`src/rtl/lfsr_pkg.sv`:
```
package lfsr_pkg;

    typedef enum logic [1:0] {
        STEP_HOLD   = 2'd0,
        STEP_SHIFT  = 2'd1,
        STEP_RELOAD = 2'd2
    } step_e;

    // Tap bit mask (zero-based bit positions) per supported width.
    function automatic logic [31:0] tap_mask(input int unsigned w);
        logic [31:0] m;
        case (w)
            4:       m = 32'h0000_000C; // bits 3,2
            8:       m = 32'h0000_00B8; // bits 7,5,4,3
            16:      m = 32'h0000_D008; // bits 15,14,12,3
            32:      m = 32'h8020_0003; // bits 31,21,1,0
            default: m = 32'h0000_0000;
        endcase
        return m;
    endfunction

    function automatic bit width_ok(input int unsigned w);
        return (w == 4) || (w == 8) || (w == 16) || (w == 32);
    endfunction

endpackage

```
`src/rtl/lfsr_feedback.sv`:
```
module lfsr_feedback
    import lfsr_pkg::*;
#(
    parameter int unsigned WIDTH = 8
) (
    input  logic [WIDTH-1:0] q,
    output logic             fb
);
    localparam logic [31:0] MASK_FULL = tap_mask(WIDTH);
    localparam logic [WIDTH-1:0] MASK = MASK_FULL[WIDTH-1:0];

    generate
        if (!width_ok(WIDTH)) begin : g_bad_width
            $error("lfsr_feedback: unsupported WIDTH");
        end
    endgenerate

    // Single reduction XNOR over the selected taps
    assign fb = ~^(q & MASK);

endmodule

```
`src/rtl/lfsr_term_match.sv`:
```
module lfsr_term_match #(
    parameter int unsigned WIDTH = 8
) (
    input  logic [WIDTH-1:0] q,
    input  logic [WIDTH-1:0] term,
    output logic             hit
);
    assign hit = (q == term);
endmodule

```
`src/rtl/xnor_lfsr_counter.sv`:
```
module xnor_lfsr_counter
    import lfsr_pkg::*;
#(
    parameter int unsigned WIDTH = 8
) (
    input  logic             clk,
    input  logic             rst_n,
    input  logic             en,
    input  logic [WIDTH-1:0] term_val,
    output logic [WIDTH-1:0] state_q,
    output logic             wrap
);
    localparam logic [WIDTH-1:0] ZERO_ST = '0;
    localparam logic [WIDTH-1:0] LOCK_ST = '1;

    logic             fb;
    logic             hit;
    logic [WIDTH-1:0] shifted;
    logic [WIDTH-1:0] state_d;
    step_e            step;

    lfsr_feedback #(.WIDTH(WIDTH)) u_fb (
        .q  (state_q),
        .fb (fb)
    );

    lfsr_term_match #(.WIDTH(WIDTH)) u_term (
        .q    (state_q),
        .term (term_val),
        .hit  (hit)
    );

    assign shifted = {state_q[WIDTH-2:0], fb};

    // Step selection: hold, shift, or reload zero on terminal match
    always_comb begin
        if (!en)      step = STEP_HOLD;
        else if (hit) step = STEP_RELOAD;
        else          step = STEP_SHIFT;
    end

    always_comb begin
        unique case (step)
            STEP_HOLD:   state_d = state_q;
            STEP_SHIFT:  state_d = shifted;
            STEP_RELOAD: state_d = ZERO_ST;
            default:     state_d = state_q;
        endcase
    end

    // State register
    always_ff @(posedge clk or negedge rst_n) begin
        if (!rst_n) state_q <= ZERO_ST;
        else        state_q <= state_d;
    end

    // Output decode
    always_comb begin
        unique case (step)
            STEP_HOLD:   wrap = 1'b0;
            STEP_SHIFT:  wrap = (shifted == ZERO_ST);
            STEP_RELOAD: wrap = 1'b1;
            default:     wrap = 1'b0;
        endcase
    end


    hold_stable_chk: assert property (@(posedge clk) disable iff (!rst_n)
        !en |=> $stable(state_q));


    term_reload_chk: assert property (@(posedge clk) disable iff (!rst_n)
        (en && state_q == term_val) |=> (state_q == ZERO_ST));


    no_lockup_chk: assert property (@(posedge clk) disable iff (!rst_n)
        state_q != LOCK_ST);


    wrap_zero_chk: assert property (@(posedge clk) disable iff (!rst_n)
        wrap |=> (state_q == ZERO_ST));


    nowrap_nonzero_chk: assert property (@(posedge clk) disable iff (!rst_n)
        (en && !wrap) |=> (state_q != ZERO_ST));


    hold_nowrap_chk: assert property (@(posedge clk) disable iff (!rst_n)
        !en |-> !wrap);

endmodule

```
`config.mk`:
```
export PLATFORM = sky130hd
export DESIGN_NAME = xnor_lfsr_counter
export DESIGN_NICKNAME = d
export VERILOG_FILES = /design/src/rtl/lfsr_pkg.sv /design/src/rtl/lfsr_feedback.sv /design/src/rtl/lfsr_term_match.sv /design/src/rtl/xnor_lfsr_counter.sv
export SDC_FILE = /design/constraint.sdc
export NUM_CORES = 1
export LEC_CHECK = 0
export ABC_AREA = 1
export ABC_CLOCK_PERIOD_IN_PS = 1400
export BUFFER_PORTS_ARGS = -buffer_cell sky130_fd_sc_hd__buf_2
export CAP_MARGIN = 0
export CORE_AREA = 2 2 39 41
export CTS_CLUSTER_DIAMETER = 30
export DETAILED_ROUTE_END_ITERATION = 10
export DIE_AREA = 0 0 41 43
export GPL_TIMING_DRIVEN = 0
export PLACE_DENSITY = 0.74
export SLEW_MARGIN = 20
export SYNTH_ARGS = -nofsm -noshare
export SYNTH_HDL_FRONTEND = slang
export SYNTH_SLANG_ARGS = --single-unit
```
`constraint.sdc`:
```
create_clock -name clk -period 1.4 [get_ports clk]
set_input_delay 0.28 -clock clk [delete_from_list [all_inputs] [get_ports clk]]
set_output_delay 0.28 -clock clk [all_outputs]
set_load 0.005 [all_outputs]
```
==> flow_summary_export.csv <==
group,metric,value,unit
status,outcome,"complete, but fails checks",
status,violations,"negative setup slack",
placed_design,finalWeightedCongestion,0.753,
power_and_ir_drop,power.switching,465,uW
synthesis,avgSynthCellArea,6.35,um2
layout,num-nets-final,138,
synthesis,yosysMostFrequentCell,"nand2_1",
worst_setup_path,cp_data_arrival_time,1.28,ns
route,num_vias,674,
layout,seq_area,201,um2
layout,largest_reg_flops,8,
worst_hold_path,hold_class,"input pin to asynchronous set/reset pin",
power_and_ir_drop,cellPowerDensity,1420,mW/mm2
worst_setup_path,cp-endpoint,"wrap",
sta,relSlewSlack,84.7,%
power_and_ir_drop,power.total,1140,uW
worst_setup_path,ff2ff_path_depth,8,
route,drt_iter0_drc,7,
layout,drive_above_1_share,27.2,%
synthesis,syn_area,622,um2
synthesis,synth_ff_type,"dfrtp_1",
sta,timing.final.crit_share,111,%
synthesis,yosys_warnings,0,
sta,fin_crit,1.56,ns
sta,tns,-0.156,ns
power_and_ir_drop,p_sw_share,40.8,%
clocking,clkTransAtPathRegs,0.05,ns
grt,grt_pass1_wl,2.26,mm
layout,multi_input_area,345,um2
grt,grt_pass1_vias,593,
power_and_ir_drop,share_seq_of_total_power,36.1,%
synthesis,synth-edff-count,0,
sta,worst_slack,-0.156,ns
floorplan,fp-row-count,14,
grt,antenna_found_initial,0,
layout,area_delta_synth_final,28.8,%
clocking,clockBufferDepth,2,
synthesis,synth-seq-cells,8,
placed_design,port_buffers,19,
sta,tightest_slew,0.230,ns
route,vias_per_cell,4.78,
sta,skew,0.00301,ns
layout,fillCellCount,142,
worst_setup_path,r2r_start,"state_q[3]",
route,drcViolationCount,0,
synthesis,ys_top_cells_by_count,"44 x nand2_1, 15 x inv_1, 10 x nand3_1, 8 x dfrtp_1, 4 x nor2_1",
sta,clock.fmax,643,MHz
floorplan,die_x,41,um
worst_setup_path,worstPathRequired,1.12,ns
power_and_ir_drop,p_leak,0.000496,uW
route,avgRoutedWirePerCell,10.2,um
clocking,numClockSinks,8,
power_and_ir_drop,p_int,674,uW
sta,slew_violations,0,
clocking,numCtsBuffers,3,
placed_design,dp_hpwl,1.10,mm
worst_setup_path,r2r_slack,0.04,ns
worst_setup_path,r2r_end,"state_q[4]",
clocking,cts_root_buffer,"clkbuf_4",
floorplan,die_y,43,um
sta,setup_viol,1,
synthesis,synth.top_cells.by_area,"dfrtp_1 32%, nand2_1 27%, inv_1 9.1%",
synthesis,async_reset_ff_share,100,%
floorplan,start_util,44.9,%
grt,grt_start_max_net_pins,11,
synthesis,seq_area_frac_synth,32.2,%
floorplan,floorplan.core_area,0.00138,mm2
layout,top_register,"state_q",
route,firstDrtPassIters,4,
grt,grt-ovfl-total,0,
worst_setup_path,cp_max_fo,4,
power_and_ir_drop,peakVddDrop,0.686,mV
power_and_ir_drop,p_clk_share,14.7,%
flow_run,drv_cap,0,
worst_setup_path,crit_path_end_kind,"primary output",
power_and_ir_drop,power_frac_comb,49.2,%
floorplan,io_pins,20,
route,ant_nets,0,
floorplan,dieArea,0.00176,mm2
clocking,cts-htree-levels,1,
layout,final_area,801,um2
synthesis,yosysTopAreaCellShare,32.2,%
synthesis,synth_cell_type_count,17,
clocking,cts_tree,"done",
placed_design,dpl-instance-area,737,um2
synthesis,synth_fp_nets,109,
synthesis,netlist_instances,98,
worst_setup_path,path_class,"flip-flop to primary output",
grt,grt.total_usage,18.6,%
layout,top_regs,"state_q (8)",
layout,diodes,0,
sta,final_hold_viol_count,0,
route,drt-total-wl,1.44,mm
worst_setup_path,critPathLaunchType,"flip-flop",
worst_setup_path,critPathLaunch,"state_q[6]",
clocking,insertion_delay,0.24,ns
synthesis,synth_area_leader_cell,"dfrtp_1",
sta,rsz0062_at_grt,"yes",
worst max-delay path: stages (launching register included):
cell and delay (ns):
dfrtp_1 0.42, inv_1 0.07, nand2_1 0.05, nand2_1 0.07, o211ai_1 0.08, nor2_1 0.10
nand3b_1 0.08, nand2_1 0.05, buf_2 0.10
per-layer routing:
metal,up-vias,global-route usage [%],share of wire [%]
met2,18,31.6,53
li1,353,-,-
met4,0,8.00,0.56
met5,-,0,0
met1,301,22.3,41
met3,2,1.57,5.1
cell type report:
type | count | area share [%]
clock buffers | 3 | 2.81
well taps | 16 | 2.50
plain buffers | 2 | 2.03
multi-input cells | 72 | 43.1
inverters | 16 | 7.50
flip-flops and latches | 8 | 25.2
repair buffers | 24 | 16.9
stage by stage:
stage | util (%) | setup WS [ns] | std cells | hold WS, ns
after global routing | 57.9 | -0.253 | 141 | 0.436
final | 57.9 | -0.156 | 141 | 0.407
after global placement | 53.3 | 0.0877 | 133 | 0.130
after floorplan | - | 0.242 | 98 | -0.0156
after CTS | 57.2 | -0.162 | 140 | 0.403
after detailed placement | 53.3 | 0.0776 | 133 | 0.132
logic make-up (layout without fill, tap and decap cells):
| logic type | Yosys count | after routing | share of synthesized area [%] |
|---|---|---|---|
| and+or+nand+nor | 64 | 64 | 44.1 |
| buffers and inverters | 18 | 45 | 12.3 |
| DFF | 8 | 8 | 32.2 |
| xor gates and xnor gates | 5 | 5 | 8.25 |
| AOI/OAI and AO/OA | 3 | 3 | 3.22 |
layout by cell type, fill, tap and decap left out, types with 2 or more instances in the layout:
cell      count
nor2_1        4
inv_1        15
o211ai_1      2
nand3_1      10
xnor2_1       3
nand4_1       2
dfrtp_1       7
nand2_1      44
clkbuf_4      3
buf_4         4
buf_2        20
nor2_2        2
power groups by stage:
| stage | logic [uW] | registers, uW | clock network [uW] |
|---|---|---|---|
| after CTS | 550 | 406 | 175 |
| after floorplan | 342 | 408 | 0 |
| after global placement | 486 | 418 | 0 |
| final | 560 | 411 | 167 |
| after detailed placement | 499 | 422 | 0 |
| after global routing | 627 | 425 | 183 |
timing repair:
item                       CTS  global route
hold buffers                 1             0
setup endpoints to repair    1             1
resized for setup            0             1
hold endpoints to repair     8             0
pin swaps                    0             5
setup buffers                3             1
how the worst min path moves through the flow:
stage / slack (ns) / from / endpoint
after floorplan: -0.02 / rst_n / state_q[0]
after global placement: 0.13 / rst_n / state_q[3]
after detailed placement: 0.13 / rst_n / state_q[2]
after CTS: 0.40 / rst_n / state_q[5]
after global routing: 0.44 / rst_n / state_q[4]
final: 0.41 / rst_n / state_q[4]
No activity file was read; power rests on OpenSTA's default activity.
